===== src/rtl/dma_chan_pkg.sv =====
package dma_chan_pkg;

    localparam int unsigned REG_W = 32;
    localparam int unsigned IDX_W = 4;

    // register word indices
    localparam logic [IDX_W-1:0] RI_CMD    = 4'd0;
    localparam logic [IDX_W-1:0] RI_SCNT   = 4'd1;
    localparam logic [IDX_W-1:0] RI_SADR   = 4'd2;
    localparam logic [IDX_W-1:0] RI_WCNT   = 4'd3;
    localparam logic [IDX_W-1:0] RI_WADR   = 4'd4;
    localparam logic [IDX_W-1:0] RI_STAT   = 4'd5;
    localparam logic [IDX_W-1:0] RI_SDESC  = 4'd6;
    localparam logic [IDX_W-1:0] RI_WDESC  = 4'd7;
    localparam logic [IDX_W-1:0] RI_BUSCTL = 4'd8;

    // command bits
    localparam int unsigned CMD_DIR_BIT  = 7;
    localparam int unsigned CMD_DONE_IE  = 6;

    // status bits
    localparam int unsigned ST_W        = 6;
    localparam int unsigned ST_FAULT    = 1;
    localparam int unsigned ST_HALTED   = 2;
    localparam int unsigned ST_FINISH   = 3;
    localparam int unsigned ST_CORE_IRQ = 4;

    localparam int unsigned CTL_W2C_BIT = 24;

    localparam logic [REG_W-1:0] WADR_RST  = 32'hFFFF_FFFF;
    localparam logic [REG_W-1:0] WDESC_RST = 32'hFFFF_FFFD;

    typedef enum logic [1:0] {
        OP_IDLE  = 2'd0,
        OP_FLUSH = 2'd1,
        OP_ABORT = 2'd2,
        OP_START = 2'd3
    } dma_op_e;

    typedef struct packed {
        logic             take;     // burst accepted
        logic             bad_dir;  // direction mismatch while enabled
        logic             last;     // count reaches zero after this burst
        logic [REG_W-1:0] len;      // clipped length
    } burst_res_t;

    function automatic logic [REG_W-1:0] clip_len(input logic [REG_W-1:0] want,
                                                   input logic [REG_W-1:0] left);
        return (want < left) ? want : left;
    endfunction

endpackage


===== src/rtl/dma_burst_gate.sv =====
module dma_burst_gate
    import dma_chan_pkg::*;
#(
    parameter int unsigned LEN_W = 16
) (
    input  logic             running,
    input  logic             want_dir,
    input  logic [REG_W-1:0] wcnt,
    input  logic             req_valid,
    input  logic             req_dir,
    input  logic [LEN_W-1:0] req_len,
    output burst_res_t       res
);
    logic [REG_W-1:0] len_ext;
    logic             dir_ok;

    always_comb begin
        len_ext     = REG_W'(req_len);
        dir_ok      = (req_dir == want_dir);
        res.len     = clip_len(len_ext, wcnt);
        res.take    = req_valid && running && dir_ok;
        res.bad_dir = req_valid && running && !dir_ok;
        res.last    = (wcnt == res.len);
    end
endmodule


===== src/rtl/dma_status_bits.sv =====
module dma_status_bits
    import dma_chan_pkg::*;
(
    input  logic            clk,
    input  logic            rst,
    input  logic            clr_all,
    input  logic [ST_W-1:0] clr_mask,
    input  logic [ST_W-1:0] set_mask,
    output logic [ST_W-1:0] stat
);
    always_ff @(posedge clk) begin
        if (rst) begin
            stat <= '0;
        end else begin
            stat <= (stat & ~(clr_all ? {ST_W{1'b1}} : {ST_W{1'b0}}) & ~clr_mask) | set_mask;
        end
    end


    set_wins_chk: assert property (@(posedge clk) disable iff (rst)
        (set_mask != '0) |=> ((stat & $past(set_mask)) == $past(set_mask)));
endmodule


===== src/rtl/dma_chan_ctrl.sv =====
module dma_chan_ctrl
    import dma_chan_pkg::*;
#(
    parameter int unsigned LEN_W = 16
) (
    input  logic             clk,
    input  logic             rst,
    input  logic             reg_wr,
    input  logic             reg_rd,
    input  logic [3:0]       reg_idx,
    input  logic [31:0]      reg_wdata,
    output logic [31:0]      reg_rdata,
    input  logic             brq_valid,
    input  logic             brq_dir,
    input  logic [LEN_W-1:0] brq_len,
    output logic             mem_valid,
    output logic             mem_write,
    output logic [31:0]      mem_addr,
    output logic [LEN_W-1:0] mem_len,
    input  logic             scsi_irq_in,
    input  logic             scsi_cmd_done,
    output logic             irq_out
);
    logic [7:0]       cmd;
    logic [REG_W-1:0] scnt, sadr, sdesc;
    logic [REG_W-1:0] wcnt, wadr, wdesc;
    logic [REG_W-1:0] busctl;
    logic             running;
    logic [ST_W-1:0]  stat;

    burst_res_t       bres;
    logic             wr_cmd;
    dma_op_e          op;
    logic             w2c_mode;
    logic [ST_W-1:0]  clr_mask, set_mask;
    logic             start_clr;

    dma_burst_gate #(.LEN_W(LEN_W)) u_gate (
        .running   (running),
        .want_dir  (cmd[CMD_DIR_BIT]),
        .wcnt      (wcnt),
        .req_valid (brq_valid),
        .req_dir   (brq_dir),
        .req_len   (brq_len),
        .res       (bres)
    );

    always_comb begin
        wr_cmd    = reg_wr && (reg_idx == RI_CMD);
        op        = dma_op_e'(reg_wdata[1:0]);
        w2c_mode  = busctl[CTL_W2C_BIT];
        start_clr = wr_cmd && (op == OP_START);

        clr_mask = '0;
        if (reg_wr && (reg_idx == RI_STAT) && w2c_mode)
            clr_mask[ST_FINISH:ST_FAULT] = reg_wdata[ST_FINISH:ST_FAULT];
        if (reg_rd && (reg_idx == RI_STAT) && !w2c_mode)
            clr_mask[ST_FINISH:ST_FAULT] = '1;

        set_mask             = '0;
        set_mask[ST_FAULT]   = bres.bad_dir;
        set_mask[ST_HALTED]  = wr_cmd && (op == OP_ABORT);
        set_mask[ST_FINISH]  = (bres.take && bres.last) || scsi_cmd_done;
    end

    dma_status_bits u_stat (
        .clk      (clk),
        .rst      (rst),
        .clr_all  (start_clr),
        .clr_mask (clr_mask),
        .set_mask (set_mask),
        .stat     (stat)
    );

    always_comb begin
        case (reg_idx)
            RI_CMD:    reg_rdata = {24'd0, cmd};
            RI_SCNT:   reg_rdata = scnt;
            RI_SADR:   reg_rdata = sadr;
            RI_WCNT:   reg_rdata = wcnt;
            RI_WADR:   reg_rdata = wadr;
            RI_STAT:   reg_rdata = {{(REG_W-ST_W){1'b0}}, stat[5],
                                    stat[ST_CORE_IRQ] | scsi_irq_in, stat[3:0]};
            RI_SDESC:  reg_rdata = sdesc;
            RI_WDESC:  reg_rdata = wdesc;
            RI_BUSCTL: reg_rdata = busctl;
            default:   reg_rdata = '0;
        endcase
        irq_out = (stat[ST_FINISH] && cmd[CMD_DONE_IE]) || scsi_irq_in;
    end

    always_ff @(posedge clk) begin
        if (rst) begin
            cmd       <= '0;
            scnt      <= '0;
            sadr      <= '0;
            sdesc     <= '0;
            wcnt      <= '0;
            wadr      <= WADR_RST;
            wdesc     <= WDESC_RST;
            busctl    <= '0;
            running   <= 1'b0;
            mem_valid <= 1'b0;
            mem_write <= 1'b0;
            mem_addr  <= '0;
            mem_len   <= '0;
        end else begin
            mem_valid <= bres.take && (bres.len != '0);
            mem_write <= cmd[CMD_DIR_BIT];
            mem_addr  <= wadr;
            mem_len   <= bres.len[LEN_W-1:0];
            if (bres.take) begin
                wcnt <= wcnt - bres.len;
                wadr <= wadr + bres.len;
            end
            if (reg_wr) begin
                case (reg_idx)
                    RI_CMD: begin
                        cmd <= reg_wdata[7:0];
                        case (op)
                            OP_START: begin
                                wcnt    <= scnt;
                                wadr    <= sadr;
                                wdesc   <= sdesc;
                                running <= 1'b1;
                            end
                            OP_IDLE, OP_ABORT: running <= 1'b0;
                            default: ;
                        endcase
                    end
                    RI_SCNT:   scnt   <= reg_wdata;
                    RI_SADR:   sadr   <= reg_wdata;
                    RI_SDESC:  sdesc  <= reg_wdata;
                    RI_BUSCTL: busctl <= reg_wdata;
                    default: ;
                endcase
            end
            if (scsi_cmd_done) wcnt <= '0;
        end
    end


    start_load_chk: assert property (@(posedge clk) disable iff (rst)
        (start_clr && !scsi_cmd_done) |=> (wcnt == $past(scnt)));


    addr_track_chk: assert property (@(posedge clk) disable iff (rst)
        (mem_valid && !$past(reg_wr)) |-> (wadr == mem_addr + REG_W'(mem_len)));


    zero_done_chk: assert property (@(posedge clk) disable iff (rst)
        (mem_valid && wcnt == '0) |-> stat[ST_FINISH]);


    bad_dir_err_chk: assert property (@(posedge clk) disable iff (rst)
        bres.bad_dir |=> (stat[ST_FAULT] && !mem_valid));


    cmd_done_chk: assert property (@(posedge clk) disable iff (rst)
        scsi_cmd_done |=> (wcnt == '0 && stat[ST_FINISH]));


    core_irq_chk: assert property (@(posedge clk) disable iff (rst)
        scsi_irq_in |-> irq_out);
endmodule


===== config.mk =====
export PLATFORM = sky130hd
export DESIGN_NAME = dma_chan_ctrl
export DESIGN_NICKNAME = d
export VERILOG_FILES = /design/src/rtl/dma_chan_pkg.sv /design/src/rtl/dma_burst_gate.sv /design/src/rtl/dma_status_bits.sv /design/src/rtl/dma_chan_ctrl.sv
export SDC_FILE = /design/constraint.sdc
export NUM_CORES = 1
export LEC_CHECK = 0
export ABC_AREA = 1
export BUFFER_PORTS_ARGS = -buffer_cell sky130_fd_sc_hd__buf_2
export CAP_MARGIN = 10
export CORE_MARGIN = 10
export CORE_UTILIZATION = 45
export DETAILED_ROUTE_END_ITERATION = 7
export SLEW_MARGIN = 20
export SYNTH_ARGS = -nofsm -noshare
export SYNTH_HDL_FRONTEND = slang
export SYNTH_SLANG_ARGS = --single-unit

===== constraint.sdc =====
create_clock -name clk -period 8.4 [get_ports clk]
set_input_delay 0.84 -clock clk [delete_from_list [all_inputs] [get_ports clk]]
set_output_delay 0.84 -clock clk [all_outputs]
set_load 0.1 [all_outputs]

* Word level (Yosys, flattened, before mapping) *
Index checks and enable logic that the tools add are counted.
Widths: inputs -> output; s select.

operators by class
  equality and inequality tests = 12
  reduce and logical (&&, ||, !) cells = 30
  $lt $le $gt $ge = 1
  add/sub/neg operators = 2
  muxes and demuxes = 14
  bitwise logic cells = 6

operator list
  kind                number
  $mux 32             9
  $pmux 32 s9         1
  $add 32x32->32      1
  $eq 32x32->1        1
  $lt 16x32->1        1
  $reduce_bool 32->1  1
  $sub 32x32->32      1
  $eq 4x3->1 const B  4
  $logic_and 1x1->1   13
  $and 6x6->6         2
  $reduce_and 2->1    5
  $eq 4x2->1 const B  2
  $mux 3              2
  $mux 6              1
  $not 4->6           1
  $not 6->6           1
  $or 6x4->6          1
  $reduce_and 3->1    2
  $eq 2x2->1 const B  2
  $eq 4x1->1 const B  1
  $eq 4x4->1 const B  1
  $logic_not 4->1     1
  $reduce_or 2->1     2
  $logic_not 1->1     2
  6 further kinds     7

word-level totals
  register bits = 289
  output and inout bits = 83

* Depth between registers and ports, before layout *
Gate-level depths: netlist of run 1.

  depth in word-level cells = 8
  mapped depth = 30

* Modules after synthesis *
A second synthesis of run 1 with hierarchy kept.

second synthesis, totals
  cell total of the unflattened synthesis = 2738
  area, all modules = 17559.3 µm²

by module, submodules not included
  module           cells each  area each (µm²)  times used
  dma_chan_ctrl    2497        16154.2          1
  dma_burst_gate   210         1176.1           1
  dma_status_bits  31          229.0            1

* Worst setup path after synthesis of run 1 *
No wires, ideal clock.

  path type = input-to-reg
  from = input brq_len[13]
  to = register wcnt[28]
  path buffers = 1
  data required time = 8.330 ns
  cell stages on the path = 24
  data arrival time = 3.936 ns
  path slack = 4.394 ns
  path through = ha_1 > nand2_1 > nor4_1 > nand2_1 > nand2_2 > nand2_4 > buf_6 > nand2_1 > nand2_2 > inv_1 > ha_1 > inv_1 > fa_1 > nand3_1 > nand3_1 > a21oi_1 > o21bai_1 > nand2_1 > nand3_1 > nor2_1 > nand2_1 > nand2_1 > nand3_1 > a21oi_1

RTL lines
  item                    line                  text
  start: declaration      dma_chan_ctrl.sv:15   input logic [LEN_W-1:0] brq_len,
  end signal: assignment  dma_chan_ctrl.sv:113  wcnt <= wcnt - bres.len;
  end signal: assignment  dma_chan_ctrl.sv:122  wcnt <= scnt;
  end: declaration        dma_chan_ctrl.sv:26   logic [REG_W-1:0] wcnt, wadr, wdesc;

* Worst setup path after layout of run 1 *
  from = input reg_idx[3]
  to = output reg_rdata[22]

between the ends
  longest elaborated chain between the ends = 2
  elaborated cells between the ends (all ways) = 10
  those cells by class = eq/ne (8); mux (1); reduce/logical (1)

ends and longest elaborated chain
  item                                line                 text
  start: declaration                  dma_chan_ctrl.sv:10  input logic [3:0] reg_idx,
  $eq 4x4->1 (tied with other cells)  dma_chan_ctrl.sv:76  case (reg_idx)
  $pmux 32 s9 *                       dma_chan_ctrl.sv:76
  end: declaration                    dma_chan_ctrl.sv:12  output logic [31:0] reg_rdata,

Mark *: on every way between the ends. The rest lies on a longest branch, timed or not.

==> metrics.yaml, run 1 <==
status: "complete, no violations"
fin_crit_sh: 0.581
synthFlopType: "dfxtp_1"
ctsResizeCount: 0
design_area_um2: 17500
die-height_um: 204
worstPathArrival_ns: 4.04
overflow: 0
grt_max_degree: 107
routed_wl_um: 53900
grtUsageTotal: 0.252
core_area_um2: 33400
cts_hold_buf: 0
antenna_found_initial: 0
synth_cell_type_count: 49
syn_avg_cell_area_um2: 7.01
initial_core_util: 0.455
clk-insertion-delay-late_ns: 0.53
fin_tns_setup_ns: 0
critPathLaunchType: "input port"
wl_per_cell_um: 19.7
timing.final.hold_violations: 0
ys_async_sr_fraction: 0
cts_tree: "built"
yosys-top-cells-count: "nand2_1 (329), a21oi_1 (295), dfxtp_1 (289), inv_1 (284), o21ai_0 (223)"
maxSlewHeadroom: 0.368
synthTopCellsByArea: "dfxtp_1 (38%), a21oi_1 (9.7%), nand2_1 (8.1%), o21ai_0 (7.3%), inv_1 (7.0%)"
synth-seq-area-share: 0.380
finalSetupViolCount: 0
nets: 2393
rsz0062_at_grt: "false"
pin_count: 143
clockBufferDepth: 3
clockRootBuffer: "clkbuf_16"
yosys_warnings: 0
max_freq_mhz: 205
drt_iter0_drc: 1503
grt_pass1_vias: 14300
htree_levels: 2
min_period_ns: 4.88
cts_sinks: 289
end_kind: "primary output"
drive_gt1_frac: 0.118
cts_inserted_buffers: 35
syn-cell-area_um2: 15200
numPortBuffers: 142
yosysTopAreaCell: "dfxtp_1"
num_rows: 67
area_growth_pct: 14.8
dr_total_vias: 15500
path_max_fanout: 25
tightest_slew_ns: 0.948
worstSetupPathType: "input port to primary output"
hold_path_class: "register to register"
die_x_um: 204
die-area_um2: 41600
dpl_cell_area_um2: 16300
grt_pass1_wl_um: 84000
antenna_cells: 0
power_w: 0.00371
required_ns: 7.56
synth-edff-count: 0
place_hpwl_um: 39000
maxSlewViolCount: 0
ir_drop_v: 0.000181
route.detailed.drc: 0
final_antenna_net_count: 0
p_leak_nw: 7.69
drt_first_pass_iters: 5
cts_setup_buffers: 0
ys_ff_latch: 289
drv_cap: 0
synth_top_area_frac: 0.380
syn_inst: 2173
path_clk_slew_ns: 0.06
synth_most_common_cell: "nand2_1"
viasPerCell: 5.66
power_density_nw_per_um2: 212
place_congestion: 0.951
finClkSkew_ns: 0.0187
## placed cells by master, fill, tap and decap left out, types with 15 or more instances in the layout
master | synthesis | final
o22ai_1 | 59 | 59
a31oi_1 | 23 | 23
o211ai_1 | 49 | 49
o21ai_0 | 223 | 223
a221oi_1 | 18 | 18
a21oi_1 | 295 | 295
nand4_1 | 15 | 15
buf_4 | 0 | 19
nand3_1 | 134 | 132
nand2_2 | 23 | 24
nor2_1 | 150 | 148
ha_1 | 62 | 62
nand2_1 | 329 | 327
dfxtp_1 | 289 | 289
inv_1 | 284 | 282
clkbuf_16 | 0 | 35
buf_2 | 9 | 141
conb_1 | 1 | 15
## state kept, by name, summed over array words and instances (netlist names)
| signal | count |
|---|---|
| wdesc | 32 |
| sdesc | 32 |
| cmd | 8 |
| wadr | 32 |
| scnt | 32 |
| mem_addr | 32 |
| mem_len | 16 |
| u_stat.stat | 6 |
| wcnt | 32 |
| sadr | 32 |
| busctl | 32 |
| mem_write | 1 |
| mem_valid | 1 |
| running | 1 |
## final cells by class
| cell class | instances | area, um^2 |
|---|---|---|
| sequential | 289 | 5790 |
| clock inverter | 14 | 228 |
| multi-input combinational | 1489 | 7960 |
| fill | 3411 | 16000 |
| timing repair buffer | 160 | 848 |
| tap | 448 | 561 |
| clock buffer | 47 | 991 |
| inverter | 294 | 1110 |
## power by group
part | internal [W] | total (W) | switching, W
registers | 0.00140 | 0.00142 | 0.0000134
clock network | 0.000985 | 0.00160 | 0.000614
logic | 0.000163 | 0.000694 | 0.000531
## cells by family (layout without fill, tap and decap cells)
logic type | after synthesis | after routing | share of synthesized area
xor+xnor | 19 | 19 | 0.0109
simple gates | 686 | 686 | 0.195
buf+inv | 409 | 515 | 0.103
compound gates | 705 | 705 | 0.258
other cells | 1 | 15 | 0.000246
flops | 289 | 289 | 0.380
fa+ha+maj | 64 | 64 | 0.0535
## worst max-delay path, stage by stage
cell and delay [ns]:
buf_2 0.11, nor2_1 0.24, inv_1 0.11, nor2_1 0.58, clkinv_1 0.89, o22ai_1 0.52, a21oi_1 0.15, nand3_1 0.14
buf_2 0.44
## worst paths after layout
| path | start | to | slack (ns) | cells past startpoint |
|---|---|---|---|---|
| setup / recovery | reg_idx[3] | reg_rdata[22] | 3.52 | 9 |
| hold / removal | u_stat.stat[0] | u_stat.stat[0] | 0.44 | 2 |
| setup reg to reg | wcnt[7] | wadr[30] | 3.56 | 23 |
| hold reg to reg | u_stat.stat[0] | u_stat.stat[0] | 0.44 | 2 |
## per-stage QoR
stage,hold WS [ns],worst slack (ns),util,cells
floorplan,0.414,4.39,-,2187
global placement,0.428,3.27,0.486,2680
detailed placement,0.429,3.27,0.486,2680
CTS,0.437,3.58,0.523,2741
global route,0.466,3.25,0.523,2741
finish,0.436,3.52,0.523,2741
## metal layers
| layer | vias up | routed length [um] | global-route usage |
|---|---|---|---|
| li1 | 7537 | - | - |
| met1 | 7308 | 26800 | 0.384 |
| met2 | 610 | 21700 | 0.359 |
| met3 | 61 | 4610 | 0.0469 |
| met4 | 0 | 844 | 0.0476 |
| met5 | - | 0 | 0 |
No activity file was read; power rests on OpenSTA's default activity.
==> inputs of run 2 (changes only) <==
--- a/config.mk
+++ b/config.mk
@@ -5,7 +5,7 @@
 export SDC_FILE = /design/constraint.sdc
 export NUM_CORES = 1
 export LEC_CHECK = 0
-export ABC_AREA = 1
+export ABC_AREA = 0
 export BUFFER_PORTS_ARGS = -buffer_cell sky130_fd_sc_hd__buf_2
 export CAP_MARGIN = 10
 export CORE_MARGIN = 10
==> constraint.sdc (replaced) <==
create_clock -name clk -period 4.5 [get_ports clk]
set_input_delay 0.45 -clock clk [delete_from_list [all_inputs] [get_ports clk]]
set_output_delay 0.45 -clock clk [all_outputs]
set_load 0.1 [all_outputs]
==> run 2 against run 1 <==
Effect of this change:
- the flow now finishes with violations (DRC, setup timing)
- register-to-register slack worse by 4.0 ns
- critical path depth is 11 higher
- sequential power grew 86%
- clock skew is 0.0014 ns higher
- via count fell by 5.3%
- clock power increased by 66%
- first-iteration DRC count down 1.8%
- power is 79% higher
- global-route usage rose by 1.6 points
- wire length up 2.7%
- count of clock-buffer cells in the layout decreased by 3
- non-clock buffer count is 182 higher
- largest power group unchanged
==> metrics.yaml, run 2 <==
status: "complete, but fails checks"
violations: "DRC, setup timing"
synth_top_area_frac: 0.397  # +0.0168
synthSimpleGateAreaFrac: 0.232  # +0.0376
place_congestion: 0.933  # -2.0%
overflow: 0  # unchanged
nets: 2241  # -6.4%
drive_gt1_frac: 0.246  # +0.127
final_antenna_net_count: 0  # unchanged
final_common_cell: "nand2_1"
die-area_um2: 40000  # -3.8%
die_x_um: 200  # -1.9%
clockBufferDepth: 3  # unchanged
drv_cap: 0  # unchanged
core_area_um2: 31800  # -4.9%
wl_per_cell_um: 21.5  # +9.4%
clockRootBuffer: "clkbuf_16"
path_clk_slew_ns: 0.06  # about the same
hold_slack_ns: 0.204  # -0.232 ns
ys_ff_latch: 289  # unchanged
grt_pass1_vias: 13800  # -3.4%
dpl_cell_area_um2: 17000  # +4.5%
synth_cell_type_count: 64  # +31%
p_leak_nw: 7.72  # +0.30%
synthMuxAreaShare: 0.0168  # +0.0168
drt_iter0_drc: 1476  # -1.8%
design_area_um2: 18800  # +7.7%
maxSlewHeadroom: 0.402  # +0.0344
synth_fa_ha_area_frac: 0.0559  # +0.00236
wl_met3_um: 5510  # +19%
dr_total_vias: 14700  # -5.3%
wl_met2_um: 23800  # +9.8%
synth-edff-count: 0  # unchanged
htree_levels: 2  # unchanged
syn_inst: 1854  # -15%
power_density_nw_per_um2: 354  # +67%
synth_most_common_cell: "nand2_1"
critPathLaunchType: "register"
synth_compound_area_frac: 0.221  # -0.0364
clk-insertion-delay-late_ns: 0.54  # about the same
die-height_um: 200  # -1.9%
cts_inserted_buffers: 35  # unchanged
antenna_cells: 0  # unchanged
yosys_warnings: 0  # unchanged
drt_first_pass_iters: 8  # +3
worstHoldEndpoint: "sdesc[31]"
rsz0062_at_grt: "true"
slowest_delay_ns: 0.44  # -0.45 ns
cts_tree: "built"
grt_pass1_wl_um: 82700  # -1.5%
maxUsedRoutingLayer: "met5"
grtUsageTotal: 0.268  # +0.0162
max_freq_mhz: 202
num_rows: 65  # -3.0%
dp.cells: 2488  # -7.2%
place_hpwl_um: 39700  # +1.8%
crit_family: "simple AND/OR/NAND/NOR gates"
cts_sinks: 289  # unchanged
grt_max_degree: 104  # -2.8%
holdPathStages: 3  # +1
worstSetupPathType: "register to register"
path_max_fanout: 8  # -68%
antenna_found_initial: 6  # +6
synthTopCellsByArea: "dfxtp_1 (40%), nand2_1 (11%), a21oi_1 (6.9%), ha_1 (5.3%), a22oi_1 (3.0%)"
synth_top_family_by_area: "simple AND/OR/NAND/NOR gates"
r2r_end: "wcnt[27]"
fin_crit_sh: 1.10
routed_wl_um: 55400  # +2.7%
synthFlopType: "dfxtp_1"
required_ns: 4.95  # -2.61 ns
reg2reg_depth: 20  # -13%
route.detailed.drc: 3  # +3
rr_startpoint: "wcnt[22]"
crit_path_top_delay_cell: "or4_4"
syn-cell-area_um2: 14600  # -4.2%
final_util: 0.592  # +0.0692
setup_slack_ns: -0.440  # -3.96 ns
path_buf_inv: 3  # -1
synth_xor_area_frac: 0.0300  # +0.0191
ys_async_sr_fraction: 0  # unchanged
r2r_slack_ns: -0.44  # -4.00 ns
min_from: "reg_wdata[31]"
timing.final.hold_violations: 0  # unchanged
maxSlewViolCount: 0  # unchanged
finalSetupViolCount: 51  # +51
syn_avg_cell_area_um2: 7.87  # +12%
min_period_ns: 4.94
viasPerCell: 5.71  # +0.84%
cp_cell_sequence: "or3_4 > or4_4 > nor4_4 > nand2b_1 > or3_4 > nor4_4 > buf_4 > buf_12 > mux2i_4 > ha_1 > nor2b_4 > o21a_1 > o21a_1 > o31a_1 > a311oi_2 > o21a_2 > buf_6 > nand3b_1 > xor2_1 > a21oi_1"
ir_drop_v: 0.000298  # +65%
worstPathArrival_ns: 5.39  # +1.35 ns
fin_cells: 2573  # -6.1%
num-fill-cells: 2981  # -13%
tightest_slew_ns: 0.896  # -0.0516 ns
hold_path_class: "input port to register"
finClkSkew_ns: 0.0202  # +0.00144 ns
pin_count: 143  # unchanged
end_kind: "register"
area_growth_pct: 29.0
yosys-top-cells-count: "nand2_1 (439), dfxtp_1 (289), a21oi_1 (201), clkbuf_1 (118), nor2_1 (86)"
yosysTopAreaCell: "dfxtp_1"
initial_core_util: 0.459  # +0.00336
final_cell_mix: "nand2_1 (434), dfxtp_1 (288), a21oi_1 (189)"
synth-seq-area-share: 0.397  # +0.0168
wl_met1_um: 25200  # -5.9%
numPortBuffers: 142  # unchanged
[run 2: cell count changes in the layout (fill, tap and decap cells not counted), moves of 65 or more]
cell,previous run,this run
buf_4,19,185
inv_1,282,39
nand3_1,132,24
nand2_1,327,434
o21ai_0,223,35
a21oi_1,295,189
nor2_1,148,83
[run 2: cells by family after synthesis]
family	count (synthesis)
AOI/OAI and AO/OA	501
xor gates and xnor gates	50
adders and majority gates	64
buffers and inverters	176
DFF	289
muxes	24
other	1
and+or+nand+nor	749
[run 2: area by class of cell]
class | instances | area [um^2] | area share
Clock buffer | 44 | 920 | 0.0489
Clock inverter | 14 | 141 | 0.00751
Inverter | 46 | 173 | 0.00917
Multi-Input combinational cell | 1403 | 8940 | 0.475
Sequential cell | 289 | 5790 | 0.307
Tap cell | 435 | 544 | 0.0289
Timing Repair Buffer | 342 | 2320 | 0.123
[run 2: where the power goes]
part	switching (W)	internal [W]	total [W]
clock network	0.00114	0.00152	0.00266
registers	0.0000290	0.00261	0.00264
logic	0.000856	0.000503	0.00136
total	0.00203	0.00463	0.00665
[run 2: repair_timing]
| item | 4_1_cts | 5_1_grt |
|---|---|---|
| setup endpoints to repair | 54 | 54 |
| pin swaps | 53 | 56 |
| gates resized for setup | 52 | 66 |
| buffers inserted | 14 | 19 |
| hold buffers | 0 | 0 |
[run 2: worst reg2reg max path, delay by kind of cell, from the launching register on]
family / cells / cell delay [ns]
simple gates: 8 / 1.89
compound gates: 6 / 1.39
buf+inv: 3 / 0.47
mux: 1 / 0.34
flops: 1 / 0.32
fa+ha+maj: 1 / 0.30
xor+xnor: 1 / 0.17
[run 2: stage by stage]
stage                     total power (W)  TNS, ns  setup WS (ns)
final                             0.00665   -12.78         -0.440
after global routing              0.00687   -21.66         -0.559
after CTS                         0.00658   -11.62         -0.457
after detailed placement          0.00389   -22.35         -0.685
after global placement            0.00389   -18.14         -0.569
after floorplan                   0.00349    -1.36         -0.208
[run 2: layer usage]
layer  up-vias  track usage
met1      6950        0.379
met2       622        0.404
li1       7034            -
met4         8       0.0547
met3        74       0.0655
met5         -            0
[run 2: how the worst max path moves through the flow]
stage,startpoint,to,slack [ns],cells after the start
CTS,wcnt[22],wadr[26],-0.46,19
global route,wcnt[22],wadr[9],-0.56,21
finish,wcnt[22],wcnt[27],-0.44,20
floorplan,wcnt[22],wadr[26],-0.21,19
detailed placement,wcnt[22],wcnt[25],-0.68,18
global placement,wcnt[22],wcnt[25],-0.57,18
